**src/rtl/io_port_pkg.sv**
```systemverilog
// Package: shared defaults and types for the switch-addressed output port.
// Assumes lane count is a power of two so address low bits select a lane.
package io_port_pkg;
    localparam int DEF_ADDR_W = 16;
    localparam int DEF_BYTE_W = 8;
    localparam int DEF_LANES  = 4;

    // Strobe tracker state: records whether the last sample saw the strobe low.
    typedef enum logic {
        STB_HIGH = 1'b0,
        STB_LOW  = 1'b1
    } strobe_st_e;
endpackage

```
**src/rtl/io_addr_decode.sv**
```systemverilog
// Module: combinational I/O address decoder.
// Compares the upper address bits with the switch base. It also splits off the
// lane select and suppresses the match while AEN is high. No state.
module io_addr_decode #(
    parameter int ADDR_W = 16,
    parameter int SEL_W  = 2,
    localparam int BASE_W = ADDR_W - SEL_W
) (
    input  logic [ADDR_W-1:0] addr_i,
    input  logic [BASE_W-1:0] base_i,
    input  logic              aen_i,
    output logic              hit_o,
    output logic [SEL_W-1:0]  sel_o
);
    // Decode: base compare gated by AEN, lane from the low bits.
    always_comb begin
        hit_o = (addr_i[ADDR_W-1:SEL_W] == base_i) && !aen_i;
        sel_o = addr_i[SEL_W-1:0];
    end
endmodule

```
**src/rtl/io_strobe_capture.sv**
```systemverilog
// Module: samples the active-low write strobe with the system clock.
// While the strobe is low it records the decode result, lane and data every
// clock. It raises a commit in the cycle where the strobe is first seen high.
// Assumes the strobe is already synchronous to clk.
module io_strobe_capture
    import io_port_pkg::*;
#(
    parameter int SEL_W  = 2,
    parameter int BYTE_W = 8
) (
    input  logic              clk,
    input  logic              rst_n,
    input  logic              iow_n_i,
    input  logic              hit_i,
    input  logic [SEL_W-1:0]  sel_i,
    input  logic [BYTE_W-1:0] data_i,
    output logic              strobe_low_o,
    output logic              commit_o,
    output logic [SEL_W-1:0]  commit_sel_o,
    output logic [BYTE_W-1:0] commit_data_o
);
    strobe_st_e        st_q;
    logic              snap_hit_q;
    logic [SEL_W-1:0]  snap_sel_q;
    logic [BYTE_W-1:0] snap_data_q;

    // Track the strobe level seen on the previous clock.
    always_ff @(posedge clk) begin
        if (!rst_n) st_q <= STB_HIGH;
        else        st_q <= iow_n_i ? STB_HIGH : STB_LOW;
    end

    // Record decode, lane and data on every clock while the strobe is low.
    always_ff @(posedge clk) begin
        if (!rst_n) begin
            snap_hit_q  <= 1'b0;
            snap_sel_q  <= '0;
            snap_data_q <= '0;
        end else if (!iow_n_i) begin
            snap_hit_q  <= hit_i;
            snap_sel_q  <= sel_i;
            snap_data_q <= data_i;
        end
    end

    // Commit on the trailing edge if the last low sample matched.
    always_comb begin
        strobe_low_o  = (st_q == STB_LOW);
        commit_o      = iow_n_i && strobe_low_o && snap_hit_q;
        commit_sel_o  = snap_sel_q;
        commit_data_o = snap_data_q;
    end
endmodule

```
**src/rtl/io_lane_latch.sv**
```systemverilog
// Module: one byte latch with an output enable.
// Loads on wr_i and clears on reset. When disabled, the output reads zero and
// valid is low, which models a released driver. Stored data is kept.
module io_lane_latch #(
    parameter int BYTE_W = 8
) (
    input  logic              clk,
    input  logic              rst_n,
    input  logic              wr_i,
    input  logic [BYTE_W-1:0] din_i,
    input  logic              oe_i,
    output logic [BYTE_W-1:0] raw_o,
    output logic [BYTE_W-1:0] q_o,
    output logic              vld_o
);
    logic [BYTE_W-1:0] store_q;

    // Storage: cleared by reset, loaded on a write.
    always_ff @(posedge clk) begin
        if (!rst_n)    store_q <= '0;
        else if (wr_i) store_q <= din_i;
    end

    // Output gate by the lane enable.
    always_comb begin
        raw_o = store_q;
        q_o   = oe_i ? store_q : '0;
        vld_o = oe_i;
    end
endmodule

```
**src/rtl/io_port_latch_bank.sv**
```systemverilog
// Module: top of the switch-addressed output port.
// Decodes I/O writes against a switch base and commits a byte on the strobe's
// trailing edge. Each lane latch drives its own slice of the output word.
// Assumes LANES is a power of two and all bus inputs are synchronous to clk.
module io_port_latch_bank
    import io_port_pkg::*;
#(
    parameter int ADDR_W = DEF_ADDR_W,
    parameter int BYTE_W = DEF_BYTE_W,
    parameter int LANES  = DEF_LANES,
    localparam int SEL_W  = $clog2(LANES),
    localparam int BASE_W = ADDR_W - SEL_W,
    localparam int WORD_W = BYTE_W * LANES
) (
    input  logic              clk,
    input  logic              rst_n,
    input  logic [ADDR_W-1:0] addr_i,
    input  logic [BYTE_W-1:0] data_i,
    input  logic              iow_n_i,
    input  logic              aen_i,
    input  logic [BASE_W-1:0] base_sw_i,
    input  logic [LANES-1:0]  out_en_i,
    output logic [WORD_W-1:0] word_o,
    output logic [LANES-1:0]  lane_vld_o
);
    logic              hit;
    logic [SEL_W-1:0]  sel;
    logic              strobe_low;
    logic              commit;
    logic [SEL_W-1:0]  commit_sel;
    logic [BYTE_W-1:0] commit_data;
    logic [LANES-1:0]  wr_vec;
    logic [WORD_W-1:0] raw_word;

    io_addr_decode #(.ADDR_W(ADDR_W), .SEL_W(SEL_W)) u_dec (
        .addr_i (addr_i),
        .base_i (base_sw_i),
        .aen_i  (aen_i),
        .hit_o  (hit),
        .sel_o  (sel)
    );

    io_strobe_capture #(.SEL_W(SEL_W), .BYTE_W(BYTE_W)) u_stb (
        .clk           (clk),
        .rst_n         (rst_n),
        .iow_n_i       (iow_n_i),
        .hit_i         (hit),
        .sel_i         (sel),
        .data_i        (data_i),
        .strobe_low_o  (strobe_low),
        .commit_o      (commit),
        .commit_sel_o  (commit_sel),
        .commit_data_o (commit_data)
    );

    for (genvar g = 0; g < LANES; g++) begin : g_lane
        // Lane write enable: a commit aimed at this lane.
        always_comb wr_vec[g] = commit && (commit_sel == SEL_W'(g));

        io_lane_latch #(.BYTE_W(BYTE_W)) u_lat (
            .clk   (clk),
            .rst_n (rst_n),
            .wr_i  (wr_vec[g]),
            .din_i (commit_data),
            .oe_i  (out_en_i[g]),
            .raw_o (raw_word[g*BYTE_W +: BYTE_W]),
            .q_o   (word_o[g*BYTE_W +: BYTE_W]),
            .vld_o (lane_vld_o[g])
        );
    end
endmodule

```
**config.mk**
```make
export PLATFORM = sky130hd
export DESIGN_NAME = io_port_latch_bank
export DESIGN_NICKNAME = d
export VERILOG_FILES = /design/src/rtl/io_port_pkg.sv /design/src/rtl/io_addr_decode.sv /design/src/rtl/io_strobe_capture.sv /design/src/rtl/io_lane_latch.sv /design/src/rtl/io_port_latch_bank.sv
export SDC_FILE = /design/constraint.sdc
export NUM_CORES = 1
export LEC_CHECK = 0
export BUFFER_PORTS_ARGS = -buffer_cell sky130_fd_sc_hd__buf_2
export CORE_MARGIN = 2
export CORE_UTILIZATION = 30
export CTS_CLUSTER_DIAMETER = 50
export DETAILED_ROUTE_END_ITERATION = 16
export PLACE_DENSITY = 0.61
export SLEW_MARGIN = 15
export SYNTH_ARGS = -nofsm -noshare
export SYNTH_HDL_FRONTEND = slang
export SYNTH_HIERARCHICAL = 1
export SYNTH_SLANG_ARGS = --single-unit
```
**constraint.sdc**
```tcl
create_clock -name clk -period 2.7 [get_ports clk]
set_input_delay 0.405 -clock clk [delete_from_list [all_inputs] [get_ports clk]]
set_output_delay 0.405 -clock clk [all_outputs]
set_load 0.02 [all_outputs]
```
==> metrics.md, run 1 <==
| Metric | Value |
|---|---|
| Status | finished, final reports clean |
| Final worst slack | 1104 ps |
| CP max-delay cell | and3b_1 |
| # Max-Cap Violations | 0 |
| DR pass1 iterations | 4 |
| Max Freq | 626.5 MHz |
| Postcts setup bufs | 0 |
| Synth top area cells | dfxtp_1, mux2i_1, nor2b_1 |
| Dpl ws | 810.6 ps |
| Most common cell after layout, fill and taps aside | buf_2 |
| Vias per cell | 4.201 |
| Total of cells resized after clock tree synthesis | 0 |
| Synth Warn # | 6 |
| CTS Buf Count | 5 |
| Internal | 0.9235 mW |
| Setup crit end kind | flop |
| Total Wirelength | 4551 um |
| Crit Path Category | primary input to flop |
| Post-synth top area share | 41.58% |
| TNS Setup | 0 ps |
| Worst Path Required | 2880 ps |
| Startpoint Class | primary input |
| Post-Place Cells | 365 |
| Total power | 1.194 mW |
| Min Hold Slack | 361.9 ps |
| Max_slew headroom | 59.20% |
| Number of top-level pins | 82 |
| Die height | 88.03 um |
| Rows | 30 |
| Post-DRT Antenna Nets | 0 |
| Via count | 1567 |
| Vias in the first global route | 1387 |
| GP Congestion | 0.6925 |
| Total leakage power | 1.108 nW |
| Family with the most delay on the worst path | simple AND/OR/NAND/NOR gates |
| Clock sink count | 44 |
| Sw frac | 22.63% |
| Clock power share | 34.9% |
| Drt drc | 0 |
| Initial antenna violation count | 0 |
| Sequential share of power | 56.5% |
| Ant. Diodes | 0 |
| Logic pwr share | 8.6% |
| Cell Chain, Critical Path | buf_2 -> and3_2 -> and3b_1 -> mux2i_1 -> nor2b_1 |
| Global-route usage over all layers | 11.84% |
| Worst Path Buf+Inv | 1 |
| Post-Syn Area | 2118 um2 |
| Syn-to-layout area delta | 23.51% |
| Yosys cell types | 18 |
| Drt wl/cell | 12.20 um |
| Total gr overflow | 0 |
| Maximum VDD drop | 0.0001943 V |
| Core box area | 6832 um2 |
| CTS Hold Bufs | 0 |
| Pin count of the biggest net entering global routing | 45 |
| Final hold vios | 0 |
| Net Count, Synth | 246 |
| Syn avg cell area | 10.59 um2 |
| TritonCTS clock tree | yes |
| Initial Util | 31.01% |
| Clock buffer depth | 2 |
| Root Buffer | clkbuf_8 |
| Crit-path max FO | 13 |
| Unrepaired setup endpoints after global routing | no |
| Switching power of the nets | 0.2702 mW |
| Clk_skew | 6.495 ps |
| P per Cell Area | 456.3 nW/um2 |
| Tightest Pin Transition | 612.0 ps |
| Most frequent cells in the layout | buf_2, dfxtp_1, mux2i_1, nor2b_1, and2_1 |
| Syn Inst Count | 200 |
| First-pass GRT wire length | 6900 um |
| Final Max Slew Viols | 0 |
| Min-Delay Path Class | primary input to flop |
| Port bufs | 81 |
| Period utilisation layout | 59.12% |
| Layout cell share with drive strength beyond 1 | 33.57% |
| Final cell count without fillers | 373 |
| Period minus WS final | 1596 ps |
| Sequential share of the synthesized area | 41.58% |
| Die width | 88.03 um |
| Die area | 7749 um2 |
| Crit path DAT | 1780 ps |
| Cell accounting for the most synthesized area | dfxtp_1 |
| Crit path largest cell delay | 460 ps |
| Post-layout net count | 322 |
| DRT iter0 DRCs | 63 |
| Synth Register Bits | 44 |
| Clock transition at path regs | 80 ps |
| Dpl hpwl | 3374 um |
| Final setup fails | 0 |
| Skew-Pair Late Insertion Delay | 290 ps |
| H-tree Lvls | 2 |
cell families after synthesis:
logic type	share of synthesized area [%]
xor+xnor	5.789
simple gates	26.40
flops	41.58
buf+inv	5.906
mux	20.32
synth_stat cells:
cell / number
and2_1: 32
nor3b_2: 1
dfxtp_1: 44
nor3_2: 1
mux2i_1: 43
nand4_1: 2
or4_1: 1
nor2b_1: 43
clkbuf_1: 1
buf_4: 6
buf_12: 1
xnor2_1: 7
nor4_1: 1
buf_6: 5
and3b_1: 2
and2b_2: 1
and3_2: 2
xor2_1: 7
sequential cells by signal, summed over array words and instances, names as in the netlist:
| register | cells |
|---|---|
| u_stb/commit_data_o | 8 |
| g_lane.u_lat/raw_o | 32 |
| u_stb/strobe_low_o | 1 |
| u_stb/snap_hit_q | 1 |
| u_stb/commit_sel_o | 2 |
power groups by stage:
| stage | clock (mW) | sequential [mW] | combinational [mW] |
|---|---|---|---|
| finish | 0.417 | 0.674 | 0.103 |
| floorplan | 0 | 0.681 | 0.0608 |
| detailed placement | 0 | 0.690 | 0.104 |
| global route | 0.454 | 0.676 | 0.114 |
| CTS | 0.430 | 0.675 | 0.104 |
| global placement | 0 | 0.690 | 0.102 |
layout make-up:
cell class | count | area (um2)
fillers | 721 | 4215
well taps | 96 | 120.1
multi-input cells | 143 | 1112
flip-flops and latches | 44 | 880.8
repair buffers | 82 | 412.9
clock buffers | 8 | 90.09
worst register-to-register path, cell delays in order, from the launching register on:
cell and delay, ps:
dfxtp_1 350, and3_2 200, and3b_1 460, mux2i_1 250
nor2b_1 60
per-stage QoR:
stage / utilization [%] / instance area (um2)
3_5_place_dp: 36.98 / 2526
2_1_floorplan: - / 2118
5_1_grt: 38.30 / 2616
3_3_place_gp: 36.98 / 2526
4_1_cts: 38.30 / 2616
6_report: 38.30 / 2616
metal layers:
metal / vias up / track usage [%] / wire [um]
met5: - / 0 / 0
met4: 0 / 3.719 / 49
met3: 4 / 3.110 / 357
met2: 66 / 18.80 / 1970
met1: 690 / 15.78 / 2173
li1: 807 / - / -
final timing paths:
check / start / to / slack, ps / depth (start not counted)
setup / recovery: iow_n_i / g_lane[2].u_lat/raw_o[1] / 1100 / 5
setup reg to reg: u_stb/snap_hit_q / g_lane[2].u_lat/raw_o[1] / 1270 / 4
hold / removal: data_i[2] / u_stb/commit_data_o[2] / 360 / 3
hold reg to reg: g_lane[3].u_lat/raw_o[6] / g_lane[3].u_lat/raw_o[6] / 510 / 2
(Power assumes the default switching activity.)
==> run 2, diff against run 1 <==
--- a/config.mk
+++ b/config.mk
@@ -5,12 +5,13 @@
 export SDC_FILE = /design/constraint.sdc
 export NUM_CORES = 1
 export LEC_CHECK = 0
+export ABC_AREA = 1
 export BUFFER_PORTS_ARGS = -buffer_cell sky130_fd_sc_hd__buf_2
 export CORE_MARGIN = 2
 export CORE_UTILIZATION = 30
 export CTS_CLUSTER_DIAMETER = 50
 export DETAILED_ROUTE_END_ITERATION = 16
-export PLACE_DENSITY = 0.61
+export PLACE_DENSITY = 0.6
 export SLEW_MARGIN = 15
 export SYNTH_ARGS = -nofsm -noshare
 export SYNTH_HDL_FRONTEND = slang
==> constraint.sdc (replaced) <==
create_clock -name clk -period 1.3 [get_ports clk]
set_input_delay 0.195 -clock clk [delete_from_list [all_inputs] [get_ports clk]]
set_output_delay 0.195 -clock clk [all_outputs]
set_load 0.02 [all_outputs]
==> metrics.md, run 2 <==
| Metric | Value |
|---|---|
| Status | finished, final reports clean |
| Cell accounting for the most synthesized area | dfxtp_1 |
| Post-synth top area share | 32.84% |
| Unrepaired setup endpoints after global routing | yes |
| Global-route usage over all layers | 11.13% |
| Most common cell after layout, fill and taps aside | nand2_1 |
| Port bufs | 81 |
| Final Max Slew Viols | 0 |
| Top-count cell post-synth | nand2_1 |
| GP Congestion | 0.7297 |
| Fin area | 3247 um2 |
| Multi-input logic area | 1162 um2 |
| Clock transition at path regs | 80 ps |
| Final cell count without fillers | 617 |
| Placed Area | 3065 um2 |
| DR pass1 iterations | 4 |
| Total power | 2.830 mW |
| Initial Util | 30.91% |
| Die height | 98.56 um |
| Pin count of the biggest net entering global routing | 23 |
| Setup crit end kind | flop |
| First-pass GRT wire length | 8949 um |
| Min-Delay Path Class | primary input to flop |
| Post-synth EDFFs | 0 |
| Ant. Diodes | 0 |
| Asr flop ratio synth | 0% |
| Clock buffer depth | 2 |
| Post-synth top cells | nand2_1, inv_1, nor2_1 |
| FF+latch area | 880.8 um2 |
| Period utilisation layout | 94.26% |
| Max Freq | 816.0 MHz |
| Total leakage power | 1.948 nW |
| Initial antenna violation count | 0 |
| Final hold vios | 0 |
| Synth Warn # | 6 |
| Rows | 34 |
| Yosys cell types | 16 |
| Tightest Pin Transition | 294.0 ps |
| Total Wirelength | 5345 um |
| Crit-path max FO | 16 |
| Syn-to-layout area delta | 21.04% |
| Sequential share of the synthesized area | 32.84% |
| Drt wl/cell | 8.663 um |
| Maximum VDD drop | 0.0005335 V |
| DRT iter0 DRCs | 46 |
| Via count | 2374 |
| Post-DRT Antenna Nets | 0 |
| Dpl hpwl | 4119 um |
| H-tree Lvls | 2 |
| Crit Path Category | flop to flop |
| Layout cell share with drive strength beyond 1 | 30.06% |
| Crit path DAT | 1410 ps |
| Post-layout net count | 554 |
| Internal reg-to-reg setup slack | 70 ps |
| Post-Syn Area | 2683 um2 |
| TritonCTS clock tree | yes |
| Fillcell total | 982 |
| Clock sink count | 44 |
| Clk_skew | 9.161 ps |
| Die area | 9714 um2 |
| Max_slew headroom | 80.37% |
| Die width | 98.56 um |
| Vias per cell | 3.848 |
| Skew-Pair Late Insertion Delay | 300 ps |
| P per Cell Area | 871.6 nW/um2 |
| Worst Path Required | 1490 ps |
| Largest register FFs | 32 |
| Period minus WS final | 1225 ps |
| CTS Buf Count | 5 |
| Number of top-level pins | 82 |
| Most frequent cells in the layout | nand2_1, inv_1, buf_2 |
| Net Count, Synth | 482 |
| Total gr overflow | 0 |
| Synth Register Bits | 44 |
| Post-Place Cells | 607 |
| Syn avg cell area | 6.153 um2 |
| Final setup fails | 0 |
| Syn Inst Count | 436 |
| Core Util, Final | 37.41% |
| Root Buffer | clkbuf_8 |
| Drt drc | 0 |
| Startpoint Class | flop |
| Core box area | 8678 um2 |
| Vias in the first global route | 2136 |
| Main synth FF type | dfxtp_1 |
| # Max-Cap Violations | 0 |
| CTS Hold Bufs | 0 |
| Synth top area cells | dfxtp_1, nand2_1, inv_1 |
[run 2: cell count changes in the layout (fill, tap and decap cells not counted), sizes merged, moves of 32 or more]
cell | previous run | this run
nor2b | 43 | 0
mux2i | 43 | 0
nand2 | 0 | 157
inv | 0 | 99
and2 | 32 | 0
nor2 | 0 | 97
[run 2: layout make-up]
| type | count | area share, % |
|---|---|---|
| clock buffers | 6 | 2.543 |
| clock inverters | 2 | 1.195 |
| flip-flops and latches | 44 | 27.13 |
| inverters | 107 | 12.68 |
| repair buffers | 90 | 16.49 |
| well taps | 108 | 4.162 |
| multi-input cells | 260 | 35.80 |
[run 2: worst paths after layout]
check	start	end	cells past startpoint
worst min-delay path	data_i[6]	u_stb/commit_data_o[6]	3
worst max-delay path	u_stb/snap_hit_q	g_lane[0].u_lat/raw_o[3]	8
worst min register to register	g_lane[1].u_lat/raw_o[3]	g_lane[1].u_lat/raw_o[3]	2
worst max register to register	u_stb/snap_hit_q	g_lane[0].u_lat/raw_o[3]	8
[run 2: metrics by stage]
stage               worst slack [ps]  TNS, ps  hold slack [ps]
floorplan                      194.7        0            317.3
global placement               72.96        0            425.4
global route                  -69.18   -541.5            136.0
CTS                            57.21        0            114.9
finish                         74.57        0            123.2
detailed placement             73.65        0            427.5
[run 2: logic make-up after synthesis]
kind of cell	count (synthesis)	share of synthesized area [%]
flops	44	32.84
compound gates	1	0.1864
simple gates	256	41.42
xor+xnor	3	0.9797
buf+inv	132	24.58
[run 2: routing by layer]
| layer | global-route usage (%) | part of all wire, % | vias up | routed length, um |
|---|---|---|---|---|
| li1 | - | - | 1330 | - |
| met1 | 13.75 | 48 | 974 | 2557 |
| met2 | 19.20 | 45 | 64 | 2388 |
| met3 | 2.837 | 6.3 | 6 | 337 |
| met4 | 3.161 | 1.2 | 0 | 62 |
| met5 | 0 | 0 | - | 0 |
[run 2: power by group]
| group | switching, mW | total, mW | internal (mW) |
|---|---|---|---|
| registers | 0.0405 | 1.41 | 1.37 |
| clock network | 0.460 | 1.09 | 0.628 |
| logic | 0.192 | 0.331 | 0.139 |
[run 2: worst max-delay path, cell delays in order, from the launching register on]
cell     delay (ps)
dfxtp_1         310
nand2_1          70
nor2_2          120
nand2_1          80
nor2_1          190
buf_12          190
nand2_1          70
nand2_1          50
nor2_1           40
[run 2: what timing repair did]
item,4_1_cts,5_1_grt
setup endpoints to repair,0,30
gates resized for setup,0,10
buffers inserted,0,0
